## src/rtl/bb_pkg.sv

```systemverilog
package bb_pkg;

    typedef enum logic [1:0] {
        MODE_BARE  = 2'd0,
        MODE_UNI   = 2'd1,
        MODE_SPLIT = 2'd2,
        MODE_RSVD  = 2'd3
    } bb_mode_e;

    localparam logic [1:0] KIND_FETCH = 2'd0;
    localparam logic [1:0] KIND_LOAD  = 2'd1;

    localparam logic [1:0] SEL_MODE = 2'd0;
    localparam logic [1:0] SEL_CODE = 2'd1;
    localparam logic [1:0] SEL_DATA = 2'd2;

    localparam int unsigned NUM_SEG = 2;

    // cause code by access kind; the reserved kind reports as a store
    function automatic logic [1:0] fault_cause(logic [1:0] kind);
        case (kind)
            KIND_FETCH: return 2'd1;
            KIND_LOAD:  return 2'd2;
            default:    return 2'd3;
        endcase
    endfunction

endpackage

```

## src/rtl/bb_cfg_regs.sv

```systemverilog
module bb_cfg_regs
    import bb_pkg::*;
#(
    parameter int unsigned AW = 32
) (
    input  logic          clk,
    input  logic          rst_n,
    input  logic          we,
    input  logic [1:0]    sel,
    input  logic [AW-1:0] wr_base,
    input  logic [AW-1:0] wr_bound,
    input  logic [1:0]    wr_mode,
    output bb_mode_e      mode,
    output logic [AW-1:0] code_base,
    output logic [AW-1:0] code_bound,
    output logic [AW-1:0] data_base,
    output logic [AW-1:0] data_bound
);

    typedef struct packed {
        bb_mode_e      mode;
        logic [AW-1:0] code_base;
        logic [AW-1:0] code_bound;
        logic [AW-1:0] data_base;
        logic [AW-1:0] data_bound;
    } cfg_t;

    cfg_t cfg_d, cfg_q;

    always_comb begin
        cfg_d = cfg_q;
        if (we) begin
            case (sel)
                SEL_MODE: begin
                    if (wr_mode != MODE_RSVD) begin
                        cfg_d.mode = bb_mode_e'(wr_mode);
                    end
                end
                SEL_CODE: begin
                    cfg_d.code_base  = wr_base;
                    cfg_d.code_bound = wr_bound;
                end
                SEL_DATA: begin
                    cfg_d.data_base  = wr_base;
                    cfg_d.data_bound = wr_bound;
                end
                default: ;
            endcase
        end
    end

    always_ff @(posedge clk or negedge rst_n) begin
        if (!rst_n) begin
            cfg_q <= '{mode: MODE_BARE, default: '0};
        end else begin
            cfg_q <= cfg_d;
        end
    end

    assign mode       = cfg_q.mode;
    assign code_base  = cfg_q.code_base;
    assign code_bound = cfg_q.code_bound;
    assign data_base  = cfg_q.data_base;
    assign data_bound = cfg_q.data_bound;

    // a pair write lands whole at the next edge
    p_code_commit_r9: assert property (@(posedge clk) disable iff (!rst_n)
        we && sel == SEL_CODE |=> code_base == $past(wr_base) && code_bound == $past(wr_bound));

    p_data_commit_r9: assert property (@(posedge clk) disable iff (!rst_n)
        we && sel == SEL_DATA |=> data_base == $past(wr_base) && data_bound == $past(wr_bound));

    // the unused target leaves every register alone
    p_rsvd_sel_hold_r9: assert property (@(posedge clk) disable iff (!rst_n)
        we && sel == 2'd3 |=> $stable(mode) && $stable(code_base) && $stable(code_bound)
                            && $stable(data_base) && $stable(data_bound));

    // the reserved mode value is refused
    p_mode_rsvd_hold_r10: assert property (@(posedge clk) disable iff (!rst_n)
        we && sel == SEL_MODE && wr_mode == 2'd3 |=> $stable(mode));

    p_mode_legal_r10: assert property (@(posedge clk) disable iff (!rst_n)
        mode != MODE_RSVD);

endmodule

```

## src/rtl/bb_seg_check.sv

```systemverilog
module bb_seg_check #(
    parameter int unsigned AW = 32
) (
    input  logic [AW-1:0] vaddr,
    input  logic [AW-1:0] base,
    input  logic [AW-1:0] bound,
    output logic [AW-1:0] sum,
    output logic          wrap,
    output logic          over
);

    logic [AW:0] wide_sum;

    always_comb begin
        wide_sum = {1'b0, vaddr} + {1'b0, base};
        sum      = wide_sum[AW-1:0];
        wrap     = wide_sum[AW];
        over     = (vaddr >= bound);
    end

endmodule

```

## src/rtl/bb_phys_check.sv

```systemverilog
module bb_phys_check #(
    parameter int unsigned   AW      = 32,
    parameter logic [AW-1:0] PHYS_LO = '0,
    parameter logic [AW-1:0] PHYS_HI = '1
) (
    input  logic [AW-1:0] paddr,
    output logic          bad
);

    always_comb begin
        bad = (paddr < PHYS_LO) || (paddr >= PHYS_HI);
    end

endmodule

```

## src/rtl/bb_xlate.sv

```systemverilog
module bb_xlate
    import bb_pkg::*;
#(
    parameter int unsigned   AW      = 32,
    parameter logic [AW-1:0] PHYS_LO = AW'(32'h0000_1000),
    parameter logic [AW-1:0] PHYS_HI = AW'(32'h8000_0000)
) (
    input  logic          clk,
    input  logic          rst_n,
    input  logic          cfg_we,
    input  logic [1:0]    cfg_sel,
    input  logic [AW-1:0] cfg_base,
    input  logic [AW-1:0] cfg_bound,
    input  logic [1:0]    cfg_mode,
    input  logic          req_valid,
    input  logic [AW-1:0] req_vaddr,
    input  logic [1:0]    req_kind,
    input  logic          req_priv,
    output logic          rsp_ok,
    output logic [AW-1:0] rsp_paddr,
    output logic          rsp_fault,
    output logic [1:0]    rsp_cause
);

    localparam int unsigned SEG_W = $clog2(NUM_SEG);

    bb_mode_e      mode_q;
    logic [AW-1:0] code_base_q, code_bound_q, data_base_q, data_bound_q;

    bb_cfg_regs #(.AW(AW)) u_regs (
        .clk        (clk),
        .rst_n      (rst_n),
        .we         (cfg_we),
        .sel        (cfg_sel),
        .wr_base    (cfg_base),
        .wr_bound   (cfg_bound),
        .wr_mode    (cfg_mode),
        .mode       (mode_q),
        .code_base  (code_base_q),
        .code_bound (code_bound_q),
        .data_base  (data_base_q),
        .data_bound (data_bound_q)
    );

    logic [AW-1:0] seg_base  [NUM_SEG];
    logic [AW-1:0] seg_bound [NUM_SEG];
    logic [AW-1:0] seg_sum   [NUM_SEG];
    logic          seg_wrap  [NUM_SEG];
    logic          seg_over  [NUM_SEG];

    assign seg_base[0]  = code_base_q;
    assign seg_bound[0] = code_bound_q;
    assign seg_base[1]  = data_base_q;
    assign seg_bound[1] = data_bound_q;

    // both segments evaluated in parallel; the pick happens after the adders
    for (genvar g = 0; g < NUM_SEG; g++) begin : g_seg
        bb_seg_check #(.AW(AW)) u_seg (
            .vaddr (req_vaddr),
            .base  (seg_base[g]),
            .bound (seg_bound[g]),
            .sum   (seg_sum[g]),
            .wrap  (seg_wrap[g]),
            .over  (seg_over[g])
        );
    end

    logic [SEG_W-1:0] pick;
    logic             relocate;
    logic [AW-1:0]    final_pa;
    logic             phys_bad;
    logic             seg_bad;
    logic             fault_now;

    always_comb begin
        pick     = (mode_q == MODE_SPLIT && req_kind != KIND_FETCH) ? SEG_W'(1) : SEG_W'(0);
        relocate = !req_priv && (mode_q == MODE_UNI || mode_q == MODE_SPLIT);
        final_pa = relocate ? seg_sum[pick] : req_vaddr;
        seg_bad  = relocate && (seg_wrap[pick] || seg_over[pick]);
    end

    bb_phys_check #(.AW(AW), .PHYS_LO(PHYS_LO), .PHYS_HI(PHYS_HI)) u_phys (
        .paddr (final_pa),
        .bad   (phys_bad)
    );

    always_comb begin
        fault_now = req_valid && (seg_bad || phys_bad);
        rsp_fault = fault_now;
        rsp_ok    = req_valid && !fault_now;
        rsp_paddr = rsp_ok ? final_pa : '0;
        rsp_cause = fault_now ? fault_cause(req_kind) : 2'd0;
    end

    // a fault suppresses the access completely
    p_fault_blocks_r8: assert property (@(posedge clk) disable iff (!rst_n)
        rsp_fault |-> !rsp_ok && rsp_paddr == '0 && rsp_cause != 2'd0);

    // nothing happens without a request
    p_idle_quiet_r8: assert property (@(posedge clk) disable iff (!rst_n)
        !req_valid |-> !rsp_ok && !rsp_fault && rsp_cause == 2'd0);

    // a user address at or above the active bound never gets through
    p_user_bound_r3: assert property (@(posedge clk) disable iff (!rst_n)
        req_valid && !req_priv && mode_q != MODE_BARE
        && req_vaddr >= ((mode_q == MODE_SPLIT && req_kind != KIND_FETCH) ? data_bound_q : code_bound_q)
        |-> rsp_fault);

    // machine accesses leave untranslated
    p_machine_pass_r5: assert property (@(posedge clk) disable iff (!rst_n)
        rsp_ok && req_priv |-> rsp_paddr == req_vaddr);

    // every accepted address lies inside the legal window
    p_phys_window_r6: assert property (@(posedge clk) disable iff (!rst_n)
        rsp_ok |-> rsp_paddr >= PHYS_LO && rsp_paddr < PHYS_HI);

endmodule

```

## config.mk

```make
export PLATFORM = sky130hd
export DESIGN_NAME = bb_xlate
export DESIGN_NICKNAME = d
export VERILOG_FILES = /design/src/rtl/bb_pkg.sv /design/src/rtl/bb_cfg_regs.sv /design/src/rtl/bb_seg_check.sv /design/src/rtl/bb_phys_check.sv /design/src/rtl/bb_xlate.sv
export SDC_FILE = /design/constraint.sdc
export NUM_CORES = 1
export LEC_CHECK = 0
export ABC_AREA = 1
export BUFFER_PORTS_ARGS = -buffer_cell sky130_fd_sc_hd__buf_2
export CAP_MARGIN = 20
export CORE_AREA = 4 4 217 113
export CTS_BUF_LIST = sky130_fd_sc_hd__clkbuf_4 sky130_fd_sc_hd__clkbuf_8
export DETAILED_ROUTE_END_ITERATION = 16
export DIE_AREA = 0 0 221 117
export GPL_ROUTABILITY_DRIVEN = 0
export PLACE_DENSITY_LB_ADDON = 0.25
export SYNTH_ARGS = -nofsm -noshare
export SYNTH_HDL_FRONTEND = slang
export SYNTH_SLANG_ARGS = --single-unit
```

## constraint.sdc

```tcl
create_clock -name clk -period 3 [get_ports clk]
set_input_delay 0.45 -clock clk [delete_from_list [all_inputs] [get_ports clk]]
set_output_delay 0.45 -clock clk [all_outputs]
set_load 0.03 [all_outputs]
```

==> impl_metrics.json <==
{
  "outcome": "finished, violations left",
  "violations": "negative setup slack",
  "final_cell_mix": "nand2_1 (656), inv_1 (409), buf_4 (206), o21ai_0 (156), dfrtp_1 (120)",
  "path_class": "flop to output pin",
  "setup_viol": 35,
  "rrSetupSlack_ns": 2.15,
  "chipHeight_um": 117,
  "power_leakage_nw": 9.55,
  "drt_iter0_drc": 1489,
  "start_kind": "flop",
  "area_growth_pct": 35.1,
  "setup_slack_ns": -0.916,
  "synth_ff_type": "dfrtp_1",
  "synthArstFlopShare_pct": 100,
  "pwr-share-clk_pct": 19.2,
  "nets": 2610,
  "cts_tree": "done",
  "power_switching_share_pct": 43.9,
  "worstSkewPairLatency_ns": 0.46,
  "grt_start_max_net_pins": 81,
  "fmax_ghz": 0.255,
  "synth_edf_count": 0,
  "postRouteAntennaNets": 0,
  "cts_root_buf": "clkbuf_8",
  "drive_above_1_share_pct": 25.7,
  "hpwl_um": 34000,
  "tightest_slew_ns": 0.658,
  "via_per_inst": 5.38,
  "synth_top_area_share_pct": 26.0,
  "syn_avg_cell_area_um2": 6.15,
  "h-tree-depth": 4,
  "cp-end-kind": "output pin",
  "reg2reg_from": "u_regs.code_base[27]$_DFFE_PN0P_",
  "clk_pin_slew_ns": 0.09,
  "dr.pass1.iters": 6,
  "ys_ff_latch": 130,
  "ctsHoldBuffers": 0,
  "placed_cell_area_um2": 15200,
  "core_um2": 22500,
  "total_power_mw": 9.10,
  "p_int_mw": 5.10,
  "finalClockSkew_ns": 0,
  "finalHoldViolCount": 0,
  "overflow": 0,
  "antenna_cells": 0,
  "final_util_pct": 75.1,
  "max-slew-margin-rel_pct": 56.1,
  "io_pins": 143,
  "start_util_pct": 55.6,
  "r2r-end": "u_regs.code_base[27]$_DFFE_PN0P_",
  "post-place-ws_ns": -0.591,
  "critPathMaxFanout": 8,
  "grtUsageTotal_pct": 33.0,
  "syn_nets": 2277,
  "p_switching_mw": 3.99,
  "required_ns": 2.55,
  "finalCritPeriodShare_pct": 131,
  "final_common_cell": "nand2_1",
  "synth_cell_types": 46,
  "max-cap-violations": 0,
  "crit_arrival_ns": 3.47,
  "powerDensity_nw_per_um2": 537,
  "slew_viol_final": 0,
  "grt_pass1_vias": 13400,
  "reg2regPathDepth": 3,
  "yosys_warnings": 0,
  "rsz0062_at_grt": "true",
  "synthCells": 2039,
  "period_minus_slack_ns": 3.92,
  "antenna_found_initial": 0,
  "cts_buffers": 17,
  "route.detailed.drc": 0,
  "wl_per_cell_um": 16.6,
  "syn_area_um2": 12500,
  "ir_drop_uv": 314,
  "num_rows": 39,
  "fin_area_um2": 16900,
  "wirelength_um": 44600,
  "clockBufferDepth": 2,
  "synth_area_leaders": "dfrtp_1 (26%), nand2_1 (21%), ha_1 (13%)",
  "pwr-share-seq_pct": 25.3,
  "synth_top_area_cell": "dfrtp_1",
  "hold_class": "input port to asynchronous set/reset pin",
  "cts.sinks": 130,
  "grt_pass1_wl_um": 67200,
  "synth_seq_area_share_pct": 26.0,
  "fin_cells": 2692,
  "io_buffers": 141,
  "routed-via-count": 14500,
  "die_w_um": 221,
  "die_area_um2": 25900,
  "p_comb_share_pct": 55.5,
  "dp.cells": 2645
}
## per-layer routing
layer	part of all wire (%)	GRT usage [%]
met3	14	10.6
met5	0	0
met4	2.3	8.06
met1	42	45.6
met2	42	50.9
## how the worst max path moves through the flow
stage / start / endpoint / slack, ns / cells past startpoint
2_1_floorplan: req_vaddr[0] / rsp_paddr[12] / -0.04 / 22
3_3_place_gp: req_vaddr[0] / rsp_paddr[3] / -0.54 / 21
3_5_place_dp: req_vaddr[0] / rsp_paddr[5] / -0.59 / 21
4_1_cts: u_regs.code_base[0]$_DFFE_PN0P_ / rsp_paddr[5] / -0.75 / 23
5_1_grt: u_regs.data_base[24]$_DFFE_PN0P_ / rsp_paddr[7] / -1.02 / 20
6_report: u_regs.data_base[24]$_DFFE_PN0P_ / rsp_paddr[7] / -0.92 / 20
## power by group through the flow
| stage | clock (mW) | combinational (mW) | sequential (mW) |
|---|---|---|---|
| 2_1_floorplan | 0 | 2.66 | 2.18 |
| 3_3_place_gp | 0 | 4.16 | 2.26 |
| 3_5_place_dp | 0 | 4.25 | 2.28 |
| 4_1_cts | 1.76 | 4.61 | 2.26 |
| 5_1_grt | 1.84 | 5.49 | 2.33 |
| 6_report | 1.75 | 5.05 | 2.30 |
## cell type report
class,count,area (µm²)
Multi-Input combinational cell,1449,8550
Tap cell,307,384
Clock inverter,13,196
Fill cell,1743,5610
Inverter,416,1560
Timing Repair Buffer,358,2710
Sequential cell,130,3270
Clock buffer,19,255
## cell families after synthesis
family,after synthesis,synth area share (%)
compound gates,258,10.8
simple gates,1050,35.3
buf+inv,460,14.1
mux,1,0.0898
flops,130,26.0
xor+xnor,8,0.559
fa+ha+maj,131,13.2
other cells,1,0.0299
## flip-flops by register name, indices dropped and copies added, names as in the netlist
signal / flops
u_regs.code_base: 32
u_regs.code_bound: 32
u_regs.data_base: 32
u_regs.data_bound: 32
u_regs.mode: 2
## synthesized netlist by cell type (2+ instances only)
| cell type | n |
|---|---|
| nand2_1 | 697 |
| inv_1 | 410 |
| o21ai_0 | 157 |
| dfrtp_1 | 130 |
| ha_1 | 129 |
| nand3_1 | 128 |
| nor2_1 | 113 |
| a21oi_1 | 75 |
| nor2_2 | 39 |
| clkbuf_1 | 32 |
| nand4_1 | 19 |
| nor3_1 | 15 |
| nand3b_1 | 11 |
| buf_2 | 7 |
| or2_2 | 7 |
| xor2_1 | 7 |
| nand3_2 | 6 |
| o21bai_1 | 5 |
| o211ai_1 | 4 |
| a21o_1 | 3 |
| and2_1 | 3 |
| clkinv_1 | 3 |
| inv_2 | 3 |
| nand2_2 | 3 |
| nor4_1 | 3 |
| o21ai_1 | 3 |
| o221ai_1 | 3 |
| a31oi_1 | 2 |
| buf_6 | 2 |
| fa_1 | 2 |
| nor3b_1 | 2 |
| o21ai_2 | 2 |
## timing repair
action / in CTS / in global routing
setup endpoints to repair: 35 / 35
gates resized for setup: 134 / 128
gates cloned: 2 / 0
pin swaps: 6 / 13
setup buffers: 9 / 5
## through the flow
stage	hold WS, ns	setup TNS (ns)
after floorplan	0.154	-0.461
after global placement	0.465	-17.94
after detailed placement	0.473	-19.51
after CTS	0.00846	-24.94
after global routing	0.0488	-34.20
final	0.00639	-30.58
## critical path, cell delays in order, from the launching register on
cell     delay [ns]
dfrtp_1        0.41
ha_2           0.32
a21oi_1        0.22
nor2_1         0.09
nor2_1         0.20
nand2_1        0.10
a21oi_2        0.14
nand2_1        0.07
nand2_1        0.06
nand3_1        0.16
nand3_1        0.14
nand2_1        0.09
nor2_1         0.12
nand2_1        0.08
nor2_2         0.14
nand2_2        0.09
nand3_4        0.08
buf_12         0.14
buf_12         0.16
nor2_4         0.05
buf_6          0.14
Note: power is estimated with default switching activity, not from simulation.
